File: config.mk
export PLATFORM = sky130hd
export DESIGN_NAME = dma_xfer_engine
export DESIGN_NICKNAME = d
export VERILOG_FILES = /design/src/rtl/dma_pkg.sv /design/src/rtl/dma_start_check.sv /design/src/rtl/dma_addr_unit.sv /design/src/rtl/dma_data_lane.sv /design/src/rtl/dma_ctrl_fsm.sv /design/src/rtl/dma_xfer_engine.sv
export SDC_FILE = /design/constraint.sdc
export NUM_CORES = 1
export LEC_CHECK = 0
export BUFFER_PORTS_ARGS = -buffer_cell sky130_fd_sc_hd__buf_2
export CAP_MARGIN = 10
export CORE_ASPECT_RATIO = 1.25
export CORE_UTILIZATION = 35
export CTS_BUF_LIST = sky130_fd_sc_hd__clkbuf_2 sky130_fd_sc_hd__clkbuf_4 sky130_fd_sc_hd__clkbuf_8
export DETAILED_ROUTE_END_ITERATION = 8
export PLACE_DENSITY = 0.67
export SLEW_MARGIN = 20
export SYNTH_ARGS = -nofsm -noshare
export SYNTH_HDL_FRONTEND = slang
export SYNTH_SLANG_ARGS = --single-unit
File: constraint.sdc
create_clock -name clk -period 4.4 [get_ports clk]
set_clock_uncertainty 0.1 [all_clocks]
set_input_delay 0.22 -clock clk [delete_from_list [all_inputs] [get_ports clk]]
set_output_delay 0.22 -clock clk [all_outputs]
set_load 0.005 [all_outputs]
File: src/rtl/dma_pkg.sv
`timescale 1ns/1ps
package dma_pkg;

  typedef enum logic [2:0] {
    ST_IDLE,
    ST_REQ,
    ST_RD,
    ST_WR,
    ST_GAP
  } dma_state_e;

  localparam logic [1:0] WCODE_ILLEGAL = 2'b11;

  // Bytes moved per transfer for a width code; zero marks the illegal code.
  function automatic logic [2:0] wcode_bytes(input logic [1:0] code);
    case (code)
      2'b00:   wcode_bytes = 3'd1;
      2'b01:   wcode_bytes = 3'd2;
      2'b10:   wcode_bytes = 3'd4;
      default: wcode_bytes = 3'd0;
    endcase
  endfunction

endpackage

File: src/rtl/dma_start_check.sv
`timescale 1ns/1ps
// Classifies a start request: empty block, or illegal width/count.
module dma_start_check #(
  parameter int CW = 16
) (
  input  logic [CW-1:0] bytes_i,
  input  logic [1:0]    wcode_i,
  output logic          zero_o,
  output logic          bad_o
);
  import dma_pkg::*;

  logic misaligned;

  always_comb begin
    misaligned = 1'b0;
    case (wcode_i)
      2'b01:   misaligned = bytes_i[0];
      2'b10:   misaligned = |bytes_i[1:0];
      default: misaligned = 1'b0;
    endcase
  end

  assign zero_o = (bytes_i == '0);
  assign bad_o  = !zero_o && ((wcode_i == WCODE_ILLEGAL) || misaligned);

endmodule

File: src/rtl/dma_addr_unit.sv
`timescale 1ns/1ps
// Source, destination and remaining-count registers.
module dma_addr_unit #(
  parameter int AW = 32,
  parameter int CW = 16
) (
  input  logic          clk,
  input  logic          rst,
  input  logic          load_i,
  input  logic          step_i,
  input  logic [AW-1:0] src_i,
  input  logic [AW-1:0] dst_i,
  input  logic [CW-1:0] bytes_i,
  input  logic [1:0]    wcode_i,
  output logic [AW-1:0] src_o,
  output logic [AW-1:0] dst_o,
  output logic          last_o
);
  import dma_pkg::*;

  logic [AW-1:0] src_q;
  logic [AW-1:0] dst_q;
  logic [CW-1:0] rem_q;
  logic [2:0]    stp_q;

  always_ff @(posedge clk) begin
    if (rst) begin
      src_q <= '0;
      dst_q <= '0;
      rem_q <= '0;
      stp_q <= '0;
    end else if (load_i) begin
      src_q <= src_i;
      dst_q <= dst_i;
      rem_q <= bytes_i;
      stp_q <= wcode_bytes(wcode_i);
    end else if (step_i) begin
      src_q <= src_q + AW'(stp_q);
      dst_q <= dst_q + AW'(stp_q);
      rem_q <= rem_q - CW'(stp_q);
    end
  end

  assign src_o  = src_q;
  assign dst_o  = dst_q;
  assign last_o = (rem_q == CW'(stp_q));

endmodule

File: src/rtl/dma_data_lane.sv
`timescale 1ns/1ps
// Holds read data for the following write, clearing lanes above the width.
module dma_data_lane #(
  parameter int DW = 32
) (
  input  logic          clk,
  input  logic          rst,
  input  logic          cap_i,
  input  logic [1:0]    wcode_i,
  input  logic [DW-1:0] rdata_i,
  output logic [DW-1:0] wdata_o
);
  import dma_pkg::*;

  localparam int LANES = DW / 8;

  logic [3:0] keep_cnt;
  assign keep_cnt = {1'b0, wcode_bytes(wcode_i)};

  for (genvar g = 0; g < LANES; g++) begin : g_lane
    logic [7:0] lane_q;
    always_ff @(posedge clk) begin
      if (rst) begin
        lane_q <= '0;
      end else if (cap_i) begin
        lane_q <= (4'(g) < keep_cnt) ? rdata_i[g*8 +: 8] : 8'h00;
      end
    end
    assign wdata_o[g*8 +: 8] = lane_q;
  end

endmodule

File: src/rtl/dma_ctrl_fsm.sv
`timescale 1ns/1ps
// Request/read/write sequencing, mode latch and sticky flags.
module dma_ctrl_fsm (
  input  logic       clk,
  input  logic       rst,
  input  logic       start_i,
  input  logic       clr_i,
  input  logic       zero_i,
  input  logic       bad_i,
  input  logic       mode_i,
  input  logic [1:0] wcode_i,
  input  logic       gnt_i,
  input  logic       last_i,
  output logic       load_o,
  output logic       step_o,
  output logic       cap_o,
  output logic       steal_o,
  output logic [1:0] wcode_o,
  output logic       req_o,
  output logic       rd_o,
  output logic       wr_o,
  output logic       busy_o,
  output logic       done_o,
  output logic       err_o
);
  import dma_pkg::*;

  dma_state_e st_q;
  logic       steal_q;
  logic [1:0] wcode_q;
  logic       done_q;
  logic       err_q;
  logic       take;

  assign take   = (st_q == ST_IDLE) && start_i;
  assign load_o = take && !zero_i && !bad_i;

  always_ff @(posedge clk) begin
    if (rst) begin
      st_q    <= ST_IDLE;
      steal_q <= 1'b0;
      wcode_q <= 2'b00;
      done_q  <= 1'b0;
      err_q   <= 1'b0;
    end else begin
      if (clr_i) begin
        done_q <= 1'b0;
        err_q  <= 1'b0;
      end
      case (st_q)
        ST_IDLE: begin
          if (take) begin
            done_q <= 1'b0;
            err_q  <= 1'b0;
            if (zero_i) begin
              done_q <= 1'b1;
            end else if (bad_i) begin
              err_q <= 1'b1;
            end else begin
              st_q    <= ST_REQ;
              steal_q <= mode_i;
              wcode_q <= wcode_i;
            end
          end
        end
        ST_REQ: if (gnt_i) st_q <= ST_RD;
        ST_RD:  st_q <= ST_WR;
        ST_WR: begin
          if (last_i) begin
            st_q   <= ST_IDLE;
            done_q <= 1'b1;
          end else if (steal_q) begin
            st_q <= ST_GAP;
          end else begin
            st_q <= ST_RD;
          end
        end
        ST_GAP:  st_q <= ST_REQ;
        default: st_q <= ST_IDLE;
      endcase
    end
  end

  assign rd_o    = (st_q == ST_RD);
  assign wr_o    = (st_q == ST_WR);
  assign req_o   = (st_q == ST_REQ) || rd_o || wr_o;
  assign busy_o  = (st_q != ST_IDLE);
  assign step_o  = wr_o;
  assign cap_o   = rd_o;
  assign steal_o = steal_q;
  assign wcode_o = wcode_q;
  assign done_o  = done_q;
  assign err_o   = err_q;

endmodule

File: src/rtl/dma_xfer_engine.sv
`timescale 1ns/1ps
module dma_xfer_engine #(
  parameter int AW = 32,
  parameter int CW = 16,
  parameter int DW = 32
) (
  input  logic          clk,
  input  logic          rst,
  input  logic [AW-1:0] cfg_src_i,
  input  logic [AW-1:0] cfg_dst_i,
  input  logic [CW-1:0] cfg_bytes_i,
  input  logic [1:0]    cfg_width_i,
  input  logic          cfg_mode_i,
  input  logic          cfg_start_i,
  input  logic          cfg_done_clr_i,
  output logic          bus_req_o,
  input  logic          bus_gnt_i,
  output logic          bus_rd_o,
  output logic          bus_wr_o,
  output logic [AW-1:0] bus_addr_o,
  output logic [1:0]    bus_size_o,
  input  logic [DW-1:0] bus_rdata_i,
  output logic [DW-1:0] bus_wdata_o,
  output logic          busy_o,
  output logic          done_o,
  output logic          err_o
);

  logic          is_zero;
  logic          is_bad;
  logic          ld;
  logic          stp;
  logic          cap;
  logic          steal_q;
  logic [1:0]    wcode_q;
  logic          xfer_last;
  logic [AW-1:0] cur_src;
  logic [AW-1:0] cur_dst;

  dma_start_check #(.CW(CW)) u_check (
    .bytes_i (cfg_bytes_i),
    .wcode_i (cfg_width_i),
    .zero_o  (is_zero),
    .bad_o   (is_bad)
  );

  dma_ctrl_fsm u_fsm (
    .clk     (clk),
    .rst     (rst),
    .start_i (cfg_start_i),
    .clr_i   (cfg_done_clr_i),
    .zero_i  (is_zero),
    .bad_i   (is_bad),
    .mode_i  (cfg_mode_i),
    .wcode_i (cfg_width_i),
    .gnt_i   (bus_gnt_i),
    .last_i  (xfer_last),
    .load_o  (ld),
    .step_o  (stp),
    .cap_o   (cap),
    .steal_o (steal_q),
    .wcode_o (wcode_q),
    .req_o   (bus_req_o),
    .rd_o    (bus_rd_o),
    .wr_o    (bus_wr_o),
    .busy_o  (busy_o),
    .done_o  (done_o),
    .err_o   (err_o)
  );

  dma_addr_unit #(.AW(AW), .CW(CW)) u_addr (
    .clk     (clk),
    .rst     (rst),
    .load_i  (ld),
    .step_i  (stp),
    .src_i   (cfg_src_i),
    .dst_i   (cfg_dst_i),
    .bytes_i (cfg_bytes_i),
    .wcode_i (cfg_width_i),
    .src_o   (cur_src),
    .dst_o   (cur_dst),
    .last_o  (xfer_last)
  );

  dma_data_lane #(.DW(DW)) u_data (
    .clk     (clk),
    .rst     (rst),
    .cap_i   (cap),
    .wcode_i (wcode_q),
    .rdata_i (bus_rdata_i),
    .wdata_o (bus_wdata_o)
  );

  assign bus_addr_o = bus_rd_o ? cur_src : (bus_wr_o ? cur_dst : '0);
  assign bus_size_o = wcode_q;

endmodule

==> impl_metrics.py, run 1 <==
metrics = {
    "die": {
        "coreArea_mm2": 0.0188,
        "die_h_um": 157,
        "die_outline_width_um": 126,
        "dieArea_mm2": 0.0198,
        "num_rows": 56,
        "start_util": 0.358,
        "io_pins": 192,
    },
    "clocking": {
        "insertion_delay_ns": 0.45,
        "cts_root_buffer": "clkbuf_8",
        "clkTransAtPathRegs_ns": 0.08,
        "postCtsResizedCells": 0,
        "numCtsBuffers": 17,
        "cts_htree_levels": 4,
        "cts_buffer_depth": 2,
        "cts.sinks": 123,
        "post_cts.repair.setup_buffers": 0,
        "tritoncts": "done",
    },
    "placement": {
        "dp.final_hpwl_mm": 15.7,
        "gp_routability_congestion": 0.880,
        "port-buffer-count": 191,
        "dpl-instance-area_mm2": 0.00781,
    },
    "yosys": {
        "postSynth.topFlopCell": "dfxtp_1",
        "seq_area_frac_synth": 0.366,
        "synth_enable_flop_cells": 0,
        "synthCells": 857,
        "avgSynthCellArea_um2": 7.85,
        "synthesized_nets": 998,
        "async_reset_ff_frac": 0,
        "netlist-cell-type-count": 49,
        "postSynthRegisterBits": 123,
        "yosysWarnings": 0,
        "post_synth_instance_area_mm2": 0.00673,
    },
    "critical_path": {
        "crit_path_cell_trace": "dlygate4sd3_1, buf_2, inv_1, ha_1, o211a_1, a311oi_1, and3_2, buf_4, o2bb2a_1, a21oi_1",
        "worst-path-max-fanout": 27,
        "path_class": "primary input to register",
        "timing.critical_path.slowest_cell_delay_ns": 0.74,
        "worst_setup_path_end_kind": "register",
        "worstPathBufferInverterCount": 4,
        "critical_path_required_ns": 4.67,
        "startpoint_type": "primary input",
        "critical_path.top_delay_family": "buffers and inverters",
        "cp.arrival_ns": 3.59,
        "crit_path_top_delay_cell": "and3_2",
    },
    "timing": {
        "slew_viol_final": 0,
        "grt_setup_unrepaired": "false",
        "post-route-min-period_ns": 3.31,
        "setup_total_negative_slack_ns": 0,
        "max_freq_ghz": 0.302,
        "slew_headroom": 0.345,
        "timing.final.setup_violations": 0,
        "period_share": 0.753,
        "final_hold_viol_count": 0,
        "worst_slew_pin_slew_ns": 0.975,
    },
    "route": {
        "drt-total-wl_mm": 23.4,
        "post_route_ant_nets": 0,
        "drt_pre_antenna_iters": 6,
        "dr.first_iter.drc_count": 559,
        "avgRoutedWirePerCell_um": 17.0,
        "drc_errors": 0,
        "routed-via-count": 7736,
        "drt-vias-per-instance": 5.63,
    },
    "grt": {
        "grt_start_max_net_pins": 81,
        "number_of_antenna_violations_at_the_first_check_in_global_routing": 0,
        "globalRoute.totalOverflow": 0,
        "globalRouteTotalUtil": 0.236,
        "grt_pass1_wl_mm": 37.0,
        "grt_pass1_vias": 7315,
    },
    "run": {
        "drv.max_cap_violation_count": 0,
    },
    "cells_and_area": {
        "layout-drive-gt1-share": 0.213,
        "finish.net_count": 1271,
        "area.growth.synth_to_final_pct": 40.2,
        "diodes": 0,
        "fin_area_mm2": 0.00943,
    },
    "outcome": {
        "result_of_the_run": "completed",
    },
    "power": {
        "leakage_power_nw": 3.79,
        "power.density_mw_per_mm2": 309,
        "peakVddDrop_mv": 0.177,
    },
    "worst_hold_path": {
        "worst_hold_path_type": "primary input to register",
    },
}
worst paths after layout:
kind	start	endpoint	slack, ns	cells past startpoint
setup / recovery	cfg_width_i[0]	u_addr.rem_q[12]	1.09	10
hold / removal	cfg_dst_i[20]	u_addr.dst_o[20]	0.05	4
setup reg to reg	u_fsm.st_q[0]	u_addr.src_o[27]	1.38	5
hold reg to reg	u_data.g_lane[0].lane_q[6]	u_data.g_lane[0].lane_q[6]	0.35	2
layout make-up:
class | instances | area (um2)
Timing Repair Buffer | 317 | 2190
Clock inverter | 13 | 190
Clock buffer | 19 | 262
Multi-Input combinational cell | 652 | 3960
Fill cell | 1816 | 9350
Tap cell | 232 | 290
Inverter | 19 | 72.6
Sequential cell | 123 | 2460
report_power, final:
part	internal (mW)	switching [mW]	total, mW	leakage [nW]
Clock	0.650	0.498	1.15	0.215
Sequential	1.18	0.0840	1.26	1.00
Combinational	0.235	0.269	0.505	2.58
Total	2.07	0.852	2.92	3.79
kinds of logic after synthesis:
group           after synthesis  synth area share
compound gates              252             0.252
xor+xnor                     13            0.0169
fa+ha+maj                    21            0.0424
buf+inv                      82            0.0474
flops                       123             0.366
simple gates                366             0.275
synth_stat cells, types with 10 or more instances:
master,n,share of area
nand3_1,77,0.057
o21ai_0,19,0.014
nand4_1,22,0.020
nor4_1,18,0.017
a21oi_1,91,0.068
a2bb2oi_1,21,0.027
nand3b_1,17,0.019
nand2_1,112,0.063
or3_1,18,0.017
dfxtp_1,123,0.37
clkbuf_1,55,0.031
xnor2_1,10,0.013
nor3_1,18,0.013
o211ai_1,12,0.013
and3_1,13,0.012
a22o_1,25,0.033
nor2_1,45,0.025
inv_1,18,0.010
ha_1,18,0.033
a211oi_1,14,0.016
a31oi_1,22,0.020
a22oi_1,11,0.012
timing repair:
item                                    in CTS  in global routing
hold buffers                               116                  0
endpoints found under the hold margin      115                  0
endpoints found under the setup margin       0                  0
routing by layer:
metal,GRT usage,wire [um],vias to the layer above
met3,0.0483,1380,61
li1,-,-,3768
met4,0.110,804,0
met5,0,0,-
met2,0.418,11700,295
met1,0.272,9530,3612
state kept, by name, indices dropped and copies added, names as in the netlist:
name                  cells
u_addr.src_o             32
u_data.g_lane.lane_q     32
u_fsm.steal_o             1
u_addr.dst_o             32
u_addr.stp_q              3
u_fsm.wcode_o             2
u_fsm.st_q                3
u_addr.rem_q             16
u_fsm.done_o              1
u_fsm.err_o               1
through the flow:
step / std cells / power [mW] / util / hold WS, ns / worst slack (ns)
2_1_floorplan: 857 / 1.53 / - / 0.256 / 1.95
3_3_place_gp: 1227 / 1.70 / 0.416 / 0.335 / 1.25
3_5_place_dp: 1227 / 1.71 / 0.416 / 0.341 / 1.20
4_1_cts: 1375 / 2.94 / 0.502 / 0.0276 / 1.14
5_1_grt: 1375 / 3.05 / 0.502 / 0.0388 / 0.880
6_report: 1375 / 2.92 / 0.502 / 0.0495 / 1.09
worst reg2reg max path: stages (launching register included):
cell,delay [ns]
dfxtp_1,0.48
nand3b_4,0.42
or3_1,0.65
or4b_1,0.67
or3_1,0.38
a311oi_1,0.23
cells in the final DEF, fill, tap and decap left out, types with 12 or more instances in the layout:
cell type,n
nor3_1,18
a31oi_1,21
o211ai_1,12
a211oi_1,14
nand4_1,22
a21oi_1,91
a2bb2oi_1,21
a22o_1,25
and3_1,12
ha_1,18
nand3b_1,17
o21ai_0,19
nor2_1,45
nand2_1,112
clkbuf_8,19
dfxtp_1,123
nor4_1,18
nand3_1,76
or3_1,18
inv_1,17
dlygate4sd3_1,116
buf_2,190
Note: power is estimated with default switching activity, not from simulation.
==> inputs of run 2 (changes only) <==
- ABC_AREA: default -> 1
- clock period: 4.4 -> 2.8 ns (I/O delays scaled with it)
==> impl_metrics.py, run 2 <==
metrics = {
    "outcome": {
        "result_of_the_run": "completed",
    },
    "yosys": {
        "seq_area_frac_synth": 0.312,
        "synth_top_area_share": 0.312,
        "synth_top_area_cell": "dfxtp_1",
        "synth_enable_flop_cells": 0,
        "async_reset_ff_frac": 0,
        "synth.top_cells.by_area": "dfxtp_1 31%, nand2_1 20%, nand3_1 9.5%",
        "postSynthRegisterBits": 123,
        "avgSynthCellArea_um2": 5.94,
        "yosysWarnings": 0,
        "netlist-cell-type-count": 38,
        "synthesized_nets": 1468,
        "postSynth.topFlopCell": "dfxtp_1",
        "synthCells": 1327,
        "synth_commonest_cells": "413 x nand2_1, 192 x nor2_1, 150 x nand3_1",
        "dominant_cell_by_count_in_the_synthesized_netlist": "nand2_1",
        "post_synth_instance_area_mm2": 0.00788,
    },
    "clocking": {
        "hold_buffers_post_cts": 119,
        "insertion_delay_ns": 0.46,
        "cts_htree_levels": 4,
        "post_cts.repair.setup_buffers": 0,
        "cts.sinks": 123,
        "cts_root_buffer": "clkbuf_8",
        "clkTransAtPathRegs_ns": 0.08,
        "postCtsResizedCells": 0,
        "tritoncts": "done",
        "numCtsBuffers": 17,
        "cts_buffer_depth": 2,
    },
    "timing": {
        "setup_total_negative_slack_ns": 0,
        "slew_viol_final": 0,
        "postLayoutSetupSlackWorst_ns": 0.437,
        "slew_headroom": 0.575,
        "grt_setup_unrepaired": "false",
        "final_hold_viol_count": 0,
        "max_freq_ghz": 0.423,
        "period_share": 0.844,
        "timing.final.setup_violations": 0,
        "post-route-min-period_ns": 2.36,
        "worst_slew_pin_slew_ns": 0.637,
    },
    "cells_and_area": {
        "final_cells": 1913,
        "layout_common_cells": "413 x nand2_1, 192 x nor2_1, 191 x buf_2",
        "layout_commonest_cell": "nand2_1",
        "finish.net_count": 1758,
        "fillCellCount": 2337,
        "fin_area_mm2": 0.0107,
        "layout-drive-gt1-share": 0.156,
        "area.growth.synth_to_final_pct": 35.6,
        "diodes": 0,
    },
    "route": {
        "post_route_ant_nets": 0,
        "drc_errors": 0,
        "routed-via-count": 9640,
        "drt-vias-per-instance": 5.04,
        "drt-total-wl_mm": 29.5,
        "avgRoutedWirePerCell_um": 15.4,
        "drt_pre_antenna_iters": 5,
        "dr.first_iter.drc_count": 557,
    },
    "die": {
        "io_pins": 192,
        "num_rows": 61,
        "dieArea_mm2": 0.0231,
        "coreArea_mm2": 0.0221,
        "start_util": 0.356,
        "die_h_um": 170,
        "die_outline_width_um": 136,
    },
    "grt": {
        "grt_pass1_wl_mm": 46.0,
        "globalRoute.totalOverflow": 0,
        "grt_pass1_vias": 9170,
        "globalRouteTotalUtil": 0.258,
        "grt_start_max_net_pins": 58,
        "number_of_antenna_violations_at_the_first_check_in_global_routing": 0,
    },
    "critical_path": {
        "worst_setup_path_end_kind": "output pin",
        "startpoint_type": "register",
        "path_class": "register to output pin",
        "worst-path-max-fanout": 20,
        "critical_path_required_ns": 2.56,
        "cp.arrival_ns": 2.12,
    },
    "power": {
        "leakage_power_nw": 4.89,
        "peakVddDrop_mv": 0.312,
        "power.density_mw_per_mm2": 452,
    },
    "placement": {
        "port-buffer-count": 191,
        "dp.final_hpwl_mm": 20.9,
        "dpl-instance-area_mm2": 0.00908,
        "placed_cells_incl_taps": 1762,
        "gp_routability_congestion": 0.922,
        "dp_worst_setup_slack_ns": 0.585,
    },
    "run": {
        "drv.max_cap_violation_count": 0,
    },
    "worst_hold_path": {
        "worst_hold_path_type": "primary input to register",
    },
}
-- run 2: worst max-delay path, stage by stage, from the launching register on --
cell	delay [ns]
dfxtp_1	0.42
nand3_2	0.15
inv_2	0.34
buf_4	0.35
nand2_1	0.14
o21ai_0	0.10
buf_2	0.14
-- run 2: logic make-up after synthesis --
logic type | after synthesis | synth area share
adders and majority gates | 21 | 0.0362
and+or+nand+nor | 792 | 0.414
AOI/OAI and AO/OA | 176 | 0.124
DFF | 123 | 0.312
buffers and inverters | 206 | 0.103
xor gates and xnor gates | 9 | 0.0100
-- run 2: area by class of cell --
type | instances | area (um2) | share of cell area
Timing Repair Buffer | 325 | 2270 | 0.213
Sequential cell | 123 | 2460 | 0.230
Clock buffer | 17 | 234 | 0.0219
Multi-Input combinational cell | 998 | 4610 | 0.432
Inverter | 152 | 571 | 0.0534
Clock inverter | 15 | 179 | 0.0167
Tap cell | 283 | 354 | 0.0331
-- run 2: routing by layer --
metal / track usage / up-vias / part of all wire
li1: - / 4817 / -
met3: 0.0418 / 74 / 0.064
met1: 0.302 / 4362 / 0.41
met4: 0.126 / 0 / 0.040
met2: 0.449 / 387 / 0.48
met5: 0 / - / 0
-- run 2: path summary, 6_finish.rpt --
| path | from | to | slack [ns] | cells past startpoint |
|---|---|---|---|---|
| setup / recovery | u_fsm.st_q[0] | bus_addr_o[21] | 0.44 | 6 |
| hold / removal | rst | u_addr.dst_o[0] | 0.04 | 2 |
| setup reg to reg | u_addr.stp_q[0] | u_addr.dst_o[16] | 0.56 | 8 |
| hold reg to reg | u_data.g_lane[0].lane_q[6] | u_data.g_lane[0].lane_q[6] | 0.36 | 2 |
-- run 2: through the flow --
stage / hold WS [ns] / utilization / total power, mW
floorplan: 0.183 / - / 2.66
global placement: 0.304 / 0.410 / 3.01
detailed placement: 0.301 / 0.410 / 3.02
CTS: 0.0335 / 0.483 / 4.87
global route: 0.0506 / 0.483 / 5.09
finish: 0.0407 / 0.483 / 4.83
-- run 2: power by group --
part	switching, mW	internal, mW	leakage (nW)	total (mW)
Combinational	0.662	0.447	3.68	1.11
Sequential	0.142	1.87	1.00	2.01
Clock	0.886	0.827	0.204	1.71
